<file path="config.mk">
export PLATFORM = sky130hd
export DESIGN_NAME = evt_irq_ctrl
export DESIGN_NICKNAME = d
export VERILOG_FILES = /design/src/rtl/evt_irq_pkg.sv /design/src/rtl/irq_qualify.sv /design/src/rtl/irq_pick.sv /design/src/rtl/exc_pick.sv /design/src/rtl/evt_irq_ctrl.sv
export SDC_FILE = /design/constraint.sdc
export NUM_CORES = 1
export LEC_CHECK = 0
export ABC_AREA = 1
export BUFFER_PORTS_ARGS = -buffer_cell sky130_fd_sc_hd__buf_2
export CORE_UTILIZATION = 62
export DETAILED_ROUTE_END_ITERATION = 10
export PLACE_DENSITY = 0.89
export SETUP_SLACK_MARGIN = 0.15
export SLEW_MARGIN = 20
export SYNTH_ARGS = -nofsm -noshare
export SYNTH_HDL_FRONTEND = slang
export SYNTH_HIERARCHICAL = 1
export SYNTH_SLANG_ARGS = --single-unit
</file>
<file path="constraint.sdc">
create_clock -name clk -period 36 [get_ports clk]
set_input_delay 7.2 -clock clk [delete_from_list [all_inputs] [get_ports clk]]
set_output_delay 7.2 -clock clk [all_outputs]
set_load 0.005 [all_outputs]
</file>
<file path="src/rtl/evt_irq_pkg.sv">
package evt_irq_pkg;

  // Exception bits in precedence order, highest first.
  typedef enum int unsigned {
    EXC_RST   = 0,
    EXC_BRK   = 1,
    EXC_TRC   = 2,
    EXC_STK   = 3,
    EXC_DIV0  = 4,
    EXC_URETI = 5
  } exc_kind_e;

  // Effective level of a priority setting: 0 stays 0, v maps to 2^pw + v.
  function automatic int unsigned eff_level(input int unsigned setting,
                                            input int unsigned pw);
    if (setting == 0) return 0;
    return (1 << pw) + setting;
  endfunction

  // Vector of event source idx.
  function automatic int unsigned evt_vector(input int unsigned base,
                                             input int unsigned step,
                                             input int unsigned idx);
    return base + step * idx;
  endfunction

  // Vector of exception with precedence rank r.
  function automatic int unsigned exc_vector(input int unsigned step,
                                             input int unsigned rank);
    return step * rank;
  endfunction

endpackage

</file>
<file path="src/rtl/irq_qualify.sv">
module irq_qualify
  import evt_irq_pkg::*;
#(
  parameter int NUM_EVT = 17,
  parameter int PRIO_W  = 3,
  localparam int LVL_W  = PRIO_W + 1
) (
  input  logic                      clk,
  input  logic                      rst,
  input  logic                      glb_en,
  input  logic [NUM_EVT-1:0]        pend,
  input  logic [NUM_EVT-1:0]        en,
  input  logic [NUM_EVT*PRIO_W-1:0] prio,
  input  logic [LVL_W-1:0]          core_lvl,
  output logic [NUM_EVT-1:0]        elig,
  output logic [NUM_EVT*LVL_W-1:0]  lvl
);

  for (genvar i = 0; i < NUM_EVT; i++) begin : g_src
    logic [PRIO_W-1:0] setting;
    logic [LVL_W-1:0]  level;
    logic              above_core;

    assign setting    = prio[i*PRIO_W +: PRIO_W];
    assign level      = LVL_W'(eff_level(int'(setting), PRIO_W));
    assign above_core = level > core_lvl;
    assign elig[i]    = glb_en & pend[i] & en[i] & above_core;
    assign lvl[i*LVL_W +: LVL_W] = level;

    AST_ZERO_SETTING_IDLE: assert property (@(posedge clk) disable iff (rst)
      (setting == '0) |-> !elig[i]);
    AST_ELIG_ABOVE_CORE: assert property (@(posedge clk) disable iff (rst)
      elig[i] |-> (lvl[i*LVL_W +: LVL_W] > core_lvl));
    AST_NONZERO_UPPER: assert property (@(posedge clk) disable iff (rst)
      (setting != '0) |-> lvl[i*LVL_W + LVL_W - 1]);
  end

endmodule

</file>
<file path="src/rtl/irq_pick.sv">
module irq_pick #(
  parameter int NUM_EVT = 17,
  parameter int LVL_W   = 4,
  parameter int IDX_W   = 5
) (
  input  logic                     clk,
  input  logic                     rst,
  input  logic [NUM_EVT-1:0]       elig,
  input  logic [NUM_EVT*LVL_W-1:0] lvl,
  output logic                     win_any,
  output logic [IDX_W-1:0]         win_idx,
  output logic [LVL_W-1:0]         win_lvl
);

  // Scan upward; a later source replaces the best only on a strictly higher
  // level, so the lowest index keeps a tie.
  always_comb begin
    win_any = 1'b0;
    win_idx = '0;
    win_lvl = '0;
    for (int i = 0; i < NUM_EVT; i++) begin
      if (elig[i] && (!win_any || lvl[i*LVL_W +: LVL_W] > win_lvl)) begin
        win_any = 1'b1;
        win_idx = IDX_W'(i);
        win_lvl = lvl[i*LVL_W +: LVL_W];
      end
    end
  end

  for (genvar i = 0; i < NUM_EVT; i++) begin : g_chk
    AST_NONE_HIGHER: assert property (@(posedge clk) disable iff (rst)
      elig[i] |-> (win_any && lvl[i*LVL_W +: LVL_W] <= win_lvl));
    AST_TIE_LOW_INDEX: assert property (@(posedge clk) disable iff (rst)
      (elig[i] && lvl[i*LVL_W +: LVL_W] == win_lvl) |-> (win_idx <= IDX_W'(i)));
  end

  AST_WINNER_ELIGIBLE: assert property (@(posedge clk) disable iff (rst)
    win_any |-> elig[win_idx]);

endmodule

</file>
<file path="src/rtl/exc_pick.sv">
module exc_pick #(
  parameter int NUM_EXC = 6,
  parameter int IDX_W   = 5
) (
  input  logic               clk,
  input  logic               rst,
  input  logic [NUM_EXC-1:0] pend,
  output logic               exc_any,
  output logic [IDX_W-1:0]   exc_rank
);

  // Downward scan: the last assignment is the lowest pending bit.
  always_comb begin
    exc_any  = 1'b0;
    exc_rank = '0;
    for (int r = NUM_EXC - 1; r >= 0; r--) begin
      if (pend[r]) begin
        exc_any  = 1'b1;
        exc_rank = IDX_W'(r);
      end
    end
  end

  AST_RANK_PENDING: assert property (@(posedge clk) disable iff (rst)
    exc_any |-> pend[exc_rank]);
  AST_RESET_ON_TOP: assert property (@(posedge clk) disable iff (rst)
    pend[0] |-> (exc_rank == '0));
  AST_ANY_MATCHES: assert property (@(posedge clk) disable iff (rst)
    (pend != '0) |-> exc_any);

endmodule

</file>
<file path="src/rtl/evt_irq_ctrl.sv">
module evt_irq_ctrl
  import evt_irq_pkg::*;
#(
  parameter int NUM_EVT  = 17,
  parameter int NUM_EXC  = 6,
  parameter int PRIO_W   = 3,
  parameter int VEC_W    = 16,
  parameter int EVT_BASE = 'h80,
  parameter int VEC_STEP = 4,
  localparam int LVL_W   = PRIO_W + 1,
  localparam int IDX_W   = $clog2((NUM_EVT > NUM_EXC) ? NUM_EVT : NUM_EXC)
) (
  input  logic                      clk,
  input  logic                      rst,
  input  logic                      glb_en,
  input  logic [NUM_EVT-1:0]        evt_pend,
  input  logic [NUM_EVT-1:0]        evt_en,
  input  logic [NUM_EVT*PRIO_W-1:0] evt_prio,
  input  logic [LVL_W-1:0]          core_lvl,
  input  logic [NUM_EXC-1:0]        exc_pend,
  output logic                      take_req,
  output logic                      take_exc,
  output logic [IDX_W-1:0]          take_idx,
  output logic [LVL_W-1:0]          take_lvl,
  output logic [VEC_W-1:0]          take_vec
);

  // Named internal events
  logic [NUM_EVT-1:0]       evt_elig;
  logic [NUM_EVT*LVL_W-1:0] evt_lvl;
  logic                     evt_win;
  logic [IDX_W-1:0]         evt_win_idx;
  logic [LVL_W-1:0]         evt_win_lvl;
  logic                     exc_win;
  logic [IDX_W-1:0]         exc_win_rank;

  logic                     nxt_req;
  logic                     nxt_exc;
  logic [IDX_W-1:0]         nxt_idx;
  logic [LVL_W-1:0]         nxt_lvl;
  logic [VEC_W-1:0]         nxt_vec;

  irq_qualify #(.NUM_EVT(NUM_EVT), .PRIO_W(PRIO_W)) u_qual (
    .clk      (clk),
    .rst      (rst),
    .glb_en   (glb_en),
    .pend     (evt_pend),
    .en       (evt_en),
    .prio     (evt_prio),
    .core_lvl (core_lvl),
    .elig     (evt_elig),
    .lvl      (evt_lvl)
  );

  irq_pick #(.NUM_EVT(NUM_EVT), .LVL_W(LVL_W), .IDX_W(IDX_W)) u_pick (
    .clk     (clk),
    .rst     (rst),
    .elig    (evt_elig),
    .lvl     (evt_lvl),
    .win_any (evt_win),
    .win_idx (evt_win_idx),
    .win_lvl (evt_win_lvl)
  );

  exc_pick #(.NUM_EXC(NUM_EXC), .IDX_W(IDX_W)) u_exc (
    .clk      (clk),
    .rst      (rst),
    .pend     (exc_pend),
    .exc_any  (exc_win),
    .exc_rank (exc_win_rank)
  );

  always_comb begin
    nxt_req = 1'b0;
    nxt_exc = 1'b0;
    nxt_idx = '0;
    nxt_lvl = '0;
    nxt_vec = '0;
    if (exc_win) begin
      nxt_req = 1'b1;
      nxt_exc = 1'b1;
      nxt_idx = exc_win_rank;
      nxt_lvl = '1;
      nxt_vec = VEC_W'(exc_vector(VEC_STEP, int'(exc_win_rank)));
    end else if (evt_win) begin
      nxt_req = 1'b1;
      nxt_idx = evt_win_idx;
      nxt_lvl = evt_win_lvl;
      nxt_vec = VEC_W'(evt_vector(EVT_BASE, VEC_STEP, int'(evt_win_idx)));
    end
  end

  always_ff @(posedge clk) begin
    if (rst) begin
      take_req <= 1'b0;
      take_exc <= 1'b0;
      take_idx <= '0;
      take_lvl <= '0;
      take_vec <= '0;
    end else begin
      take_req <= nxt_req;
      take_exc <= nxt_exc;
      take_idx <= nxt_idx;
      take_lvl <= nxt_lvl;
      take_vec <= nxt_vec;
    end
  end

  AST_RESET_CLEARS: assert property (@(posedge clk)
    rst |=> (!take_req && !take_exc && take_vec == '0 && take_lvl == '0));
  AST_GLOBAL_GATE: assert property (@(posedge clk) disable iff (rst)
    (!glb_en && exc_pend == '0) |=> !take_req);
  AST_EXC_FIRST: assert property (@(posedge clk) disable iff (rst)
    (exc_pend != '0) |=> (take_req && take_exc));
  AST_ABOVE_CORE: assert property (@(posedge clk) disable iff (rst)
    (exc_pend == '0) |=> (!take_req || take_lvl > $past(core_lvl)));
  AST_EXC_VEC_LOW: assert property (@(posedge clk) disable iff (rst)
    take_exc |-> (take_lvl == '1 && take_vec < VEC_W'(EVT_BASE)));
  AST_EVT_VEC_HIGH: assert property (@(posedge clk) disable iff (rst)
    (take_req && !take_exc) |-> (take_vec >= VEC_W'(EVT_BASE)));
  AST_IDLE_ZERO: assert property (@(posedge clk) disable iff (rst)
    !take_req |-> (!take_exc && take_idx == '0 && take_lvl == '0 && take_vec == '0));

endmodule

</file>
# After elaboration in Yosys (flattened, before gate mapping)

Cells that the tools add are included.

Register bits: 20
Bits in writable memories: 0
Latch bits: 0
Output and inout bits: 27
Memories kept: 0
Memory bits (read-only): 0

Equal/unequal tests: 0
Reduce and logical (&&, ||, !) cells: 66
Bitwise operators: 52
$lt $le $gt $ge: 33
$mul: 0
Divide/modulo/power cells: 0
$add $sub $neg: 18
Shift operators: 0
Muxes and demuxes: 105

Operators with widths:

| operator                                                      | number |
|---|---|
| 4-bit 2-to-1 mux                                              | 44 |
| 4-bit > comparator                                            | 33 |
| 4-bit by 3-bit adder with 4-bit output (first input constant) | 17 |
| 1-bit bitwise AND                                             | 51 |
| 3-bit zero test                                               | 17 |
| 1-bit 2-to-1 mux                                              | 44 |
| 3-bit 2-to-1 mux                                              | 10 |
| 1-bit logical AND                                             | 16 |
| 1-bit zero test                                               | 16 |
| 1-bit logical OR                                              | 16 |
| 5-bit 2-to-1 mux                                              | 3 |
| 7-bit 2-to-1 mux                                              | 2 |
| 8-bit by 7-bit adder with 9-bit output (first input constant) | 1 |
| 2-bit 2-to-1 mux                                              | 2 |
| 3-bit OR reduction                                            | 1 |
| 1-bit NOT                                                     | 1 |

# Longest topological paths before layout

Gate-level depths: netlist of the first run.

Word-level depth: 73
Gate-level depth with buffers: 177
Mapped depth without buffers: 176

# Hierarchy

The synthesis of the first run kept the hierarchy.

Modules (own cells, without submodules):

| module       | area an instance (um2) | instances | cells each |
|---|---|---|---|
| irq_pick     | 2969.1                 | 1         | 530 |
| irq_qualify  | 2353.5                 | 1         | 430 |
| evt_irq_ctrl | 506.7                  | 1         | 59 |
| exc_pick     | 91.3                   | 1         | 18 |

# Least setup slack after synthesis of the first run

No wires, ideal clock.

Path kind: input-to-reg
From: input evt_prio[0]
To: register take_lvl[0]
Buffers on the path: 1
Library setup time: 0.117 ns
Cell stages on the path: 165
Data required time: 35.883 ns
Setup slack: 11.676 ns
Data arrival time: 24.208 ns
Cell sequence: or3_1 > ha_1 > nand2_1 > inv_1 > nand2_1 > nand2_1 > a21oi_1 > nand2_1 > ha_1 > nand2_1 > inv_2 > nand2_1 > nand2_1 > nand2_1 > nand2_1 > nand2_2 > o21ai_0 > ha_1 > (+129 left out) > o21ai_0 > nand2_1 > nand2_1 > clkbuf_8 > or2_2 > nand2_1 > ha_1 > nand2_1 > o21bai_1 > nand2_1 > o21ai_0 > nand2_1 > nand2_1 > clkinv_1 > nand2_1 > nand2_1 > nand2_1 > a21oi_1

Word-level cells in the longest chain between the ends: 72
Elaborated cells between the ends (all ways): 106
Classes of those cells: add/sub: 1; order compare: 17; mux: 38; bitwise: 1; reduce/logical: 49

Ends and longest elaborated chain:

| element                                                                                        | line                | source |
|---|---|---|
| start, declared                                                                                | evt_irq_ctrl.sv:18  | `input logic [NUM_EVT*PRIO_W-1:0] evt_prio,` |
| parallel branches: the longest is 2 deep, another holds 4-bit by 3-bit adder with 4-bit output | -                   |  |
| 4-bit 2-to-1 mux (*)                                                                           | evt_irq_pkg.sv:17   | `return (1 << pw) + setting;` |
| 4-bit > comparator (*)                                                                         | irq_qualify.sv:26   | `assign above_core = level > core_lvl;` |
| 1-bit bitwise AND (*)                                                                          | irq_qualify.sv:27   | `assign elig[i] = glb_en & pend[i] & en[i] & above_core;` |
| named net evt_elig[0]                                                                          | evt_irq_ctrl.sv:29  | `logic [NUM_EVT-1:0] evt_elig;` |
| 4-bit 2-to-1 mux or 1-bit 2-to-1 mux (tied branches)                                           | irq_pick.sv:22      | `if (elig[i] && (!win_any \|\| lvl[i*LVL_W +: LVL_W] > win_lvl)) begin` |
| 4-bit > comparator or 1-bit zero test (tied branches)                                          | irq_pick.sv:22      |  |
| 1-bit logical OR                                                                               | irq_pick.sv:22      |  |
| (+57 left out)                                                                                 | -                   |  |
| 4-bit 2-to-1 mux or 1-bit 2-to-1 mux (tied branches)                                           | irq_pick.sv:22      |  |
| 4-bit > comparator or 1-bit zero test (tied branches)                                          | irq_pick.sv:22      |  |
| 1-bit logical OR                                                                               | irq_pick.sv:22      |  |
| 1-bit logical AND                                                                              | irq_pick.sv:22      |  |
| 4-bit 2-to-1 mux (*)                                                                           | irq_pick.sv:22      |  |
| named net evt_win_lvl[0]                                                                       | evt_irq_ctrl.sv:33  | `logic [LVL_W-1:0] evt_win_lvl;` |
| 4-bit 2-to-1 mux (*)                                                                           | evt_irq_ctrl.sv:85  | `end else if (evt_win) begin` |
| 4-bit 2-to-1 mux (*)                                                                           | evt_irq_ctrl.sv:79  | `if (exc_win) begin` |
| end signal, assigned                                                                           | evt_irq_ctrl.sv:104 | `take_lvl <= nxt_lvl;` |
| end, declared                                                                                  | evt_irq_ctrl.sv:24  | `output logic [LVL_W-1:0] take_lvl,` |

Mark *: on every way through the listed nets, which the timed path passes.
A chain may end at the register's enable or synchronous reset.

# Final worst setup path of the first run

From: input evt_prio[0]
To: register take_vec[3]

Word-level cells in the longest chain between the ends: 73
Elaborated cells between the ends (all ways): 122
Classes of those cells: add/sub: 2; order compare: 17; mux: 53; bitwise: 1; reduce/logical: 49

Ends and longest elaborated chain:

| element                                                                                        | line                | source |
|---|---|---|
| parallel branches: the longest is 2 deep, another holds 4-bit by 3-bit adder with 4-bit output | -                   |  |
| 4-bit 2-to-1 mux (*)                                                                           | evt_irq_pkg.sv:17   |  |
| named net evt_lvl[3]                                                                           | evt_irq_ctrl.sv:30  | `logic [NUM_EVT*LVL_W-1:0] evt_lvl;` |
| 4-bit > comparator (*)                                                                         | irq_qualify.sv:26   |  |
| 1-bit bitwise AND (*)                                                                          | irq_qualify.sv:27   |  |
| named net evt_elig[0]                                                                          | evt_irq_ctrl.sv:29  |  |
| 4-bit 2-to-1 mux or 1-bit 2-to-1 mux (tied branches)                                           | irq_pick.sv:22      |  |
| 4-bit > comparator or 1-bit zero test (tied branches)                                          | irq_pick.sv:22      |  |
| (+59 left out)                                                                                 | -                   |  |
| 4-bit > comparator or 1-bit zero test (tied branches)                                          | irq_pick.sv:22      |  |
| 1-bit logical OR                                                                               | irq_pick.sv:22      |  |
| 1-bit logical AND                                                                              | irq_pick.sv:22      |  |
| 5-bit 2-to-1 mux (*)                                                                           | irq_pick.sv:22      |  |
| named net evt_win_idx[1]                                                                       | evt_irq_ctrl.sv:32  | `logic [IDX_W-1:0] evt_win_idx;` |
| 8-bit by 7-bit adder with 9-bit output (*)                                                     | evt_irq_pkg.sv:24   | `return base + step * idx;` |
| 7-bit 2-to-1 mux (*)                                                                           | evt_irq_ctrl.sv:85  |  |
| 7-bit 2-to-1 mux (*)                                                                           | evt_irq_ctrl.sv:79  |  |
| end signal, assigned                                                                           | evt_irq_ctrl.sv:105 | `take_vec <= nxt_vec;` |
| end, declared                                                                                  | evt_irq_ctrl.sv:25  | `output logic [VEC_W-1:0] take_vec` |

Marks and branches as above.

==> results of run 1 <==
==> cells by family after synthesis <==
family	after synthesis	synth area share, %
fa+ha+maj	124	26.20
compound gates	119	11.35
other cells	2	0.1268
simple gates	491	38.25
flops	12	4.057
buf+inv	289	20.01
==> how the worst min path moves through the flow <==
stage	slack (ns)	cells past startpoint	to
global route	7.24	2	take_lvl[0]
floorplan	7.27	1	take_lvl[0]
CTS	7.24	2	take_lvl[0]
global placement	7.48	4	take_vec[3]
detailed placement	7.48	2	take_lvl[2]
finish	7.24	2	take_lvl[3]
==> synth_stat cells (2+ instances only) <==
cell	number	share of area, %
a21oi_1	47	4.0
a21oi_2	10	1.5
and2_1	7	0.74
buf_4	19	2.4
clkbuf_1	51	3.2
conb_1	2	0.13
dfxtp_1	12	4.1
ha_1	124	26
inv_1	207	13
inv_2	8	0.51
nand2_1	304	19
nand2_2	28	3.0
nand2_4	9	1.7
nand3_1	33	2.8
nand3_2	13	2.2
nand4_1	30	3.2
nor2_1	41	2.6
nor2_2	2	0.21
o21ai_0	41	3.5
o21ai_1	6	0.51
o21bai_1	12	1.5
or2_2	4	0.42
or3_1	17	1.8
==> per-stage QoR <==
stage / instances / util [%] / cell area, um2 / worst slack [ns] / hold slack, ns
floorplan: 1047 / - / 5958 / 11.68 / 7.269
global placement: 1220 / 68.60 / 6339 / 9.696 / 7.478
detailed placement: 1220 / 68.60 / 6339 / 9.294 / 7.481
CTS: 1224 / 69.19 / 6394 / 9.446 / 7.235
global route: 1224 / 69.19 / 6394 / 6.932 / 7.239
finish: 1224 / 69.19 / 6394 / 9.295 / 7.240
==> registers in the layout, summed over array words and instances, names as in the netlist <==
name,count
take_vec,6
take_lvl,4
take_exc,1
take_req,1
==> power breakdown <==
group	internal [uW]	switching [uW]	total (uW)	leakage (uW)
sequential	14.0	0.159	14.2	0.0000998
clock	9.61	4.39	14.0	0.0000288
combinational	45.3	67.9	113	0.00404
==> layout make-up <==
cell class / count / area (um2) / area share (%)
inverters: 216 / 810.8 / 12.68
multi-input cells: 746 / 4533 / 70.90
repair buffers: 117 / 593.1 / 9.276
well taps: 129 / 161.4 / 2.524
flip-flops and latches: 12 / 240.2 / 3.757
clock buffers: 4 / 55.05 / 0.8611
==> cells in the final DEF (no fill, tap or decap), types with 2 or more instances in the layout <==
cell type / Yosys / routed
nand2_1: 304 / 304
inv_1: 207 / 207
ha_1: 124 / 124
buf_2: 0 / 114
a21oi_1: 47 / 47
nor2_1: 41 / 41
o21ai_0: 41 / 41
nand3_1: 33 / 33
nand4_1: 30 / 30
nand2_2: 28 / 28
or3_1: 17 / 17
nand3_2: 13 / 13
conb_1: 2 / 12
dfxtp_1: 12 / 12
o21bai_1: 12 / 12
a21oi_2: 10 / 10
nand2_4: 9 / 9
inv_2: 8 / 8
and2_1: 7 / 7
o21ai_1: 6 / 6
clkbuf_8: 1 / 4
or2_2: 4 / 4
buf_4: 19 / 3
nor2_2: 2 / 2
==> layer usage <==
| layer | up-vias | global-route usage, % | share of wire [%] |
|---|---|---|---|
| li1 | 3317 | - | - |
| met1 | 2496 | 34.07 | 50 |
| met2 | 124 | 48.01 | 46 |
| met3 | 12 | 0.7027 | 3.1 |
| met4 | 0 | 4.525 | 0.95 |
| met5 | - | 0 | 0 |
==> impl_metrics.py, run 1 <==
metrics = {
    "run_status": {
        "status": "finished clean",
    },
    "worst_setup_path": {
        "cp_num_cells": 165,
        "crit_family": "simple AND/OR/NAND/NOR gates",
        "cp-start-kind": "input pin",
        "cp_common_cell": "nand2_1",
        "cp_max_fo": 11,
        "endpoint_kind": "flip-flop",
        "crit_buf_inv": 20,
        "critical_path_class": "input pin to flip-flop",
        "crit_start": "evt_prio[0]",
        "critical-path-max-stage-delay_ns": 0.39,
        "crit_end": "take_vec[3]",
        "cp_slowest_cell": "or3_1",
        "critPathRequiredTime_ns": 36.18,
        "arrival_ns": 26.88,
    },
    "die": {
        "rows": 35,
        "chipWidth_um": 99.72,
        "num_io_pins": 125,
        "initial_core_util_pct": 64.08,
        "die-area_um2": 9944,
        "coreArea_um2": 9240,
        "floorplan.die.height_um": 99.72,
    },
    "clock_tree": {
        "postCtsSetupBuffers": 0,
        "numCtsBuffers": 3,
        "cts_tree": "built",
        "hold_buffers": 0,
        "path_clk_slew_ns": 0.05,
        "clockBufferDepth": 2,
        "ctsRootBufferMaster": "clkbuf_8",
        "post_cts_resized": 0,
        "cts_htree_levels": 1,
        "clock_sinks": 12,
    },
    "sta": {
        "period_minus_slack_ns": 26.70,
        "slew_viol_final": 0,
        "rsz0062_at_grt": "false",
        "setup_viol": 0,
        "tns_ns": 0,
        "max_freq_mhz": 37.45,
        "period_share_pct": 74.18,
        "hold_viol": 0,
    },
    "yosys": {
        "synth-seq-cells": 12,
        "ys_types": 33,
        "syn_inst": 1037,
        "async_flop_share_pct": 0,
        "synth.yosys.seq_area_share_pct": 4.057,
        "synth_flop_cell": "dfxtp_1",
        "synth.avg_cell_area_um2": 5.709,
        "synth_edf_count": 0,
        "yosysWarningCount": 6,
        "netlist_area_um2": 5921,
    },
    "global_route": {
        "antenna_found_initial": 0,
        "grt_max_degree": 18,
        "grt_pass1_vias": 5369,
        "grt_overflow_total": 0,
        "grt_pass1_wl_um": 22170,
        "grt_use_total_pct": 26.08,
    },
    "drt": {
        "wirelength_um": 12460,
        "drc_errors": 0,
        "num_vias": 5949,
        "viasPerCell": 4.860,
        "wl_per_cell_um": 10.18,
        "drt-initial-drc-count": 164,
        "first_pass_iters": 5,
        "ant_nets": 0,
    },
    "placed_design": {
        "place_hpwl_um": 10400,
        "portBuffers": 114,
        "place_congestion": 0.9187,
    },
    "hold_path": {
        "min_path_type": "input pin to flip-flop",
        "hold_start": "rst",
    },
    "power_and_ir_drop": {
        "ir_drop_mv": 0.01511,
        "p_per_area_nw_per_um2": 22.12,
        "total_leakage_power_uw": 0.004173,
        "finalPower_uw": 141.4,
    },
    "layout": {
        "area_growth_pct": 7.988,
        "antennaDiodeCount": 0,
        "final_layout_size_suffix_gt1_share_pct": 17.99,
        "finalNetCount": 1318,
        "n_fill_cell": 851,
    },
    "flow_run": {
        "maxCapViolCount": 0,
    },
}
Power figures use the tool's default switching activity.
==> run 2: changes to the inputs <==
--- a/config.mk
+++ b/config.mk
@@ -7,9 +7,9 @@
 export LEC_CHECK = 0
 export ABC_AREA = 1
 export BUFFER_PORTS_ARGS = -buffer_cell sky130_fd_sc_hd__buf_2
-export CORE_UTILIZATION = 62
+export CORE_UTILIZATION = 52
 export DETAILED_ROUTE_END_ITERATION = 10
-export PLACE_DENSITY = 0.89
+export PLACE_DENSITY = 0.8
 export SETUP_SLACK_MARGIN = 0.15
 export SLEW_MARGIN = 20
 export SYNTH_ARGS = -nofsm -noshare
==> constraint.sdc (replaced) <==
create_clock -name clk -period 21.9 [get_ports clk]
set_input_delay 4.38 -clock clk [delete_from_list [all_inputs] [get_ports clk]]
set_output_delay 4.38 -clock clk [all_outputs]
set_load 0.005 [all_outputs]
==> run 2 against run 1 <==
The flow now finishes with violations (setup timing); via count rose by 23%; combinational power rose to 2.7 times the previous value; first-iteration DRC count rose to 2.5 times the previous value; critical path depth rose by 7; utilization rose by 8.2 points; worst hold slack got worse by 2.8 ns; routed wire length rose by 54%; global-route usage rose by 0.98 points; clock power rose to 2.7 times the previous value; sequential share of layout area fell by 0.93 points; critical path type unchanged; largest cell class unchanged; largest power group unchanged; highest routed layer unchanged.
==> impl_metrics.py, run 2 (synthesis results as in run 1) <==
metrics = {
    "sta": {
        "tns_ns": -6.362,
        "fin_ws_ns": -0.7941,
        "max_freq_mhz": 44.06,
        "hold_viol": 0,
        "period_minus_slack_ns": 22.69,
        "rsz0062_at_grt": "true",
        "setup_viol": 9,
        "period_share_pct": 103.6,
        "slew_viol_final": 0,
    },
    "die": {
        "coreArea_um2": 10980,
        "rows": 38,
        "chipWidth_um": 108.7,
        "die-area_um2": 11820,
        "floorplan.die.height_um": 108.7,
        "num_io_pins": 125,
        "initial_core_util_pct": 53.91,
    },
    "global_route": {
        "antenna_found_initial": 0,
        "grt_use_total_pct": 27.06,
        "grt_max_degree": 17,
        "grt_pass1_wl_um": 26250,
        "grt_overflow_total": 0,
        "grt_pass1_vias": 6225,
    },
    "hold_path": {
        "min_path_type": "input pin to flip-flop",
        "worstHoldEndpoint": "take_vec[3]",
        "whs_path_depth": 4,
        "hold_start": "exc_pend[1]",
    },
    "clock_tree": {
        "cts_tree": "built",
        "cts_htree_levels": 1,
        "numCtsBuffers": 3,
        "ctsRootBufferMaster": "clkbuf_16",
        "clock_sinks": 12,
        "path_clk_slew_ns": 0.04,
        "clockBufferDepth": 2,
        "hold_buffers": 0,
    },
    "run_status": {
        "violations": "setup timing",
        "status": "complete, but fails checks",
    },
    "placed_design": {
        "place_congestion": 0.9097,
        "place_hpwl_um": 12100,
        "portBuffers": 114,
    },
    "layout": {
        "largest_reg_flops": 6,
        "final_cell_mix": "nand2_1 (250), inv_1 (191), buf_4 (150)",
        "post-route-util_pct": 77.41,
        "area_growth_pct": 43.60,
        "antennaDiodeCount": 0,
        "n_fill_cell": 762,
        "finalNetCount": 1476,
        "seqCellArea_um2": 240.2,
        "final_layout_size_suffix_gt1_share_pct": 40.22,
        "multi_input_area_um2": 5368,
        "final_common_cell": "nand2_1",
        "largestRegisters": "take_vec (6), take_lvl (4)",
        "regMostFlops": "take_vec",
    },
    "drt": {
        "num_vias": 7310,
        "ant_nets": 0,
        "drc_errors": 0,
        "wirelength_um": 19210,
        "wl_per_cell_um": 13.79,
        "first_pass_iters": 5,
        "viasPerCell": 5.248,
        "drt-initial-drc-count": 418,
    },
    "worst_setup_path": {
        "critical_path_class": "input pin to flip-flop",
        "cp_slowest_cell": "or3_4",
        "critical-path-max-stage-delay_ns": 0.40,
        "endpoint_kind": "flip-flop",
        "arrival_ns": 22.87,
        "cp-start-kind": "input pin",
        "critPathRequiredTime_ns": 22.08,
        "cp_max_fo": 8,
        "cp_common_cell": "nand2_1",
    },
    "power_and_ir_drop": {
        "finalPower_uw": 365.9,
        "p_per_area_nw_per_um2": 43.04,
        "ir_drop_mv": 0.06221,
        "total_leakage_power_uw": 0.005029,
    },
    "flow_run": {
        "maxCapViolCount": 0,
    },
}
run 2: metrics by stage:
stage / hold WS [ns] / setup slack, ns / instance area (um2) / instances
after floorplan: 4.449 / 0.3955 / 5958 / 1047
after global placement: 4.662 / -0.6019 / 7141 / 1336
after detailed placement: 4.662 / -1.122 / 7141 / 1336
after CTS: 4.412 / 0.1514 / 7762 / 1371
after global routing: 4.450 / -1.959 / 8502 / 1393
final: 4.417 / -0.7941 / 8502 / 1393
run 2: how the worst max path moves through the flow:
stage / start / to / slack (ns) / cells past startpoint
after floorplan: evt_prio[0] / take_lvl[0] / 0.40 / 165
after global placement: evt_prio[0] / take_vec[3] / -0.60 / 164
after detailed placement: evt_prio[0] / take_vec[3] / -1.12 / 165
after CTS: evt_prio[1] / take_lvl[2] / 0.15 / 174
after global routing: evt_prio[0] / take_lvl[1] / -1.96 / 174
final: evt_prio[0] / take_lvl[1] / -0.79 / 172
run 2: layer usage:
layer	GRT usage (%)	up-vias	wire length, um
met5	0	-	0
li1	-	3630	-
met1	30.54	3284	7404
met3	1.614	100	1000
met4	7.915	0	1113
met2	53.62	296	9691
run 2: what timing repair did:
item / in CTS / in global routing
pin swaps: 60 / 127
setup buffers: 29 / 22
gates cloned: 2 / 0
hold endpoints to repair: 0 / 0
endpoints found under the setup margin: 9 / 9
resized for setup: 100 / 130
run 2: final cells by class:
| class | count | share of cell area, % |
|---|---|---|
| multi-input cells | 748 | 63.13 |
| repair buffers | 273 | 21.34 |
| inverters | 216 | 9.595 |
| flip-flops and latches | 12 | 2.826 |
| well taps | 140 | 2.060 |
| clock buffers | 4 | 1.045 |
run 2: critical path, delay by kind of cell:
kind | cells | cell delay (ns)
AND/OR/NAND/NOR | 99 | 8.74
adder cells (fa/ha/maj) | 17 | 4.42
AO/OA/AOI/OAI | 33 | 3.65
buffers and inverters | 23 | 1.61
run 2: where the power goes:
group	switching (uW)	leakage (uW)	internal (uW)
clock	9.62	0.0000442	27.6
combinational	160	0.00489	145
sequential	0.302	0.0000998	23.1
==> run 3: changes to the inputs <==
--- a/config.mk
+++ b/config.mk
@@ -7,9 +7,9 @@
 export LEC_CHECK = 0
 export ABC_AREA = 1
 export BUFFER_PORTS_ARGS = -buffer_cell sky130_fd_sc_hd__buf_2
-export CORE_UTILIZATION = 52
+export CORE_UTILIZATION = 45
 export DETAILED_ROUTE_END_ITERATION = 10
-export PLACE_DENSITY = 0.8
+export PLACE_DENSITY = 0.66
 export SETUP_SLACK_MARGIN = 0.15
 export SLEW_MARGIN = 20
 export SYNTH_ARGS = -nofsm -noshare
==> run 3 against run 2 <==
The run still ends with setup timing left; final cell count up 1.7%; critical path depth is 1 lower; clock-buffer cell count is the same; non-clock buffer count is 8 lower; fmax increased by 0.95%; critical path type unchanged; sequential share of layout area is essentially flat; first-iteration DRC count is 39% lower; via count down 6.4%; worst setup slack gained 0.21 ns; global-route usage decreased by 4.5 points; highest routed layer unchanged; largest power group unchanged; total power shrank 3.6%.
==> impl_metrics.py, run 3 (synthesis results as in run 1) <==
metrics = {
    "run_status": {
        "status": "complete, but fails checks",
        "violations": "setup timing",
    },
    "drt": {
        "ant_nets": 0,
        "drc_errors": 0,
        "first_pass_iters": 5,
        "wl_per_cell_um": 12.22,
        "wirelength_um": 17310,
        "num_vias": 6845,
        "viasPerCell": 4.834,
        "drt-initial-drc-count": 256,
    },
    "power_and_ir_drop": {
        "p_per_area_nw_per_um2": 41.63,
        "total_leakage_power_uw": 0.004991,
        "finalPower_uw": 352.7,
        "ir_drop_mv": 0.02011,
    },
    "hold_path": {
        "min_path_type": "input pin to flip-flop",
        "whs_path_depth": 4,
    },
    "die": {
        "rows": 41,
        "num_io_pins": 125,
        "coreArea_um2": 12720,
        "die-area_um2": 13620,
        "floorplan.die.height_um": 116.7,
        "initial_core_util_pct": 46.54,
        "chipWidth_um": 116.7,
    },
    "sta": {
        "slew_viol_final": 0,
        "setup_viol": 9,
        "period_share_pct": 102.7,
        "period_minus_slack_ns": 22.48,
        "tns_ns": -4.504,
        "rsz0062_at_grt": "true",
        "fin_hold_ws_ns": 4.420,
        "max_freq_mhz": 44.48,
        "hold_viol": 0,
        "fin_ws_ns": -0.5814,
    },
    "layout": {
        "final_cell_mix": "nand2_1 (260), inv_1 (188), buf_4 (141)",
        "n_fill_cell": 1117,
        "antennaDiodeCount": 0,
        "regMostFlops": "take_vec",
        "final_layout_size_suffix_gt1_share_pct": 39.47,
        "largestRegisters": "take_vec (6), take_lvl (4)",
        "finalNetCount": 1467,
        "largest_reg_flops": 6,
        "area_growth_pct": 43.09,
        "final_common_cell": "nand2_1",
    },
    "worst_setup_path": {
        "arrival_ns": 22.66,
        "endpoint_kind": "flip-flop",
        "cp-start-kind": "input pin",
        "cp_max_fo": 8,
        "critical_path_class": "input pin to flip-flop",
        "critPathRequiredTime_ns": 22.08,
        "critical-path-max-stage-delay_ns": 0.40,
        "cp_common_cell": "nand2_1",
        "cp_slowest_cell": "or3_4",
    },
    "global_route": {
        "antenna_found_initial": 0,
        "grt_pass1_vias": 5841,
        "grt_pass1_wl_um": 25190,
        "grt_max_degree": 17,
        "grt_overflow_total": 0,
        "grt_use_total_pct": 22.54,
    },
    "placed_design": {
        "place_congestion": 0.8446,
        "place_hpwl_um": 11950,
        "portBuffers": 114,
    },
    "clock_tree": {
        "ctsRootBufferMaster": "clkbuf_16",
        "numCtsBuffers": 3,
        "path_clk_slew_ns": 0.04,
        "cts_tree": "built",
        "clockBufferDepth": 2,
        "clock_sinks": 12,
        "cts_htree_levels": 1,
    },
    "flow_run": {
        "maxCapViolCount": 0,
    },
}
-- run 3: cell count changes in the layout (fill, tap and decap cells not counted), sizes merged --
cell	before	now
buf	273	265
nand2	343	342
-- run 3: power breakdown --
group          internal, uW  switching, uW  leakage, uW
combinational           141            152      0.00485
sequential             23.1          0.267    0.0000998
clock                  27.5           9.18    0.0000442
total                   191            161      0.00499
-- run 3: final cells by class --
cell class,count,area (um2),area share [%]
repair buffers,265,1748,20.63
multi-input cells,747,5366,63.34
inverters,216,813.3,9.600
flip-flops and latches,12,240.2,2.836
clock buffers,4,88.84,1.049
well taps,172,215.2,2.540
-- run 3: through the flow --
stage / util (%) / setup WS [ns] / cell area [um2] / std cells
after floorplan: - / 0.3955 / 5958 / 1047
after global placement: 56.26 / -0.5952 / 7158 / 1365
after detailed placement: 56.26 / -1.013 / 7158 / 1365
after CTS: 60.29 / 0.1521 / 7670 / 1397
after global routing: 66.59 / -1.920 / 8472 / 1416
final: 66.59 / -0.5814 / 8472 / 1416
-- run 3: critical path: cells and delay by family --
family / cells / cell delay (ns)
adders and majority gates: 17 / 4.54
AOI/OAI and AO/OA: 32 / 3.29
buffers and inverters: 23 / 1.73
and+or+nand+nor: 99 / 8.63
-- run 3: what timing repair did --
item                                    CTS  global route
hold buffers                              0             0
pin swaps                                50           134
resized for setup                        77           144
gates cloned                              1             0
buffers inserted                         27            19
endpoints found under the setup margin    9             9
-- run 3: layer usage --
metal	GRT usage (%)	up-vias	wire length, um
li1	-	3611	-
met1	28.79	3000	7627
met2	41.66	182	8433
met3	0.8303	52	661
met4	5.063	0	585
met5	0	-	0
-- run 3: final timing paths --
path	startpoint	endpoint	slack, ns
worst max-delay path	evt_prio[0]	take_lvl[0]	-0.58
worst min-delay path	exc_pend[1]	take_vec[3]	4.42
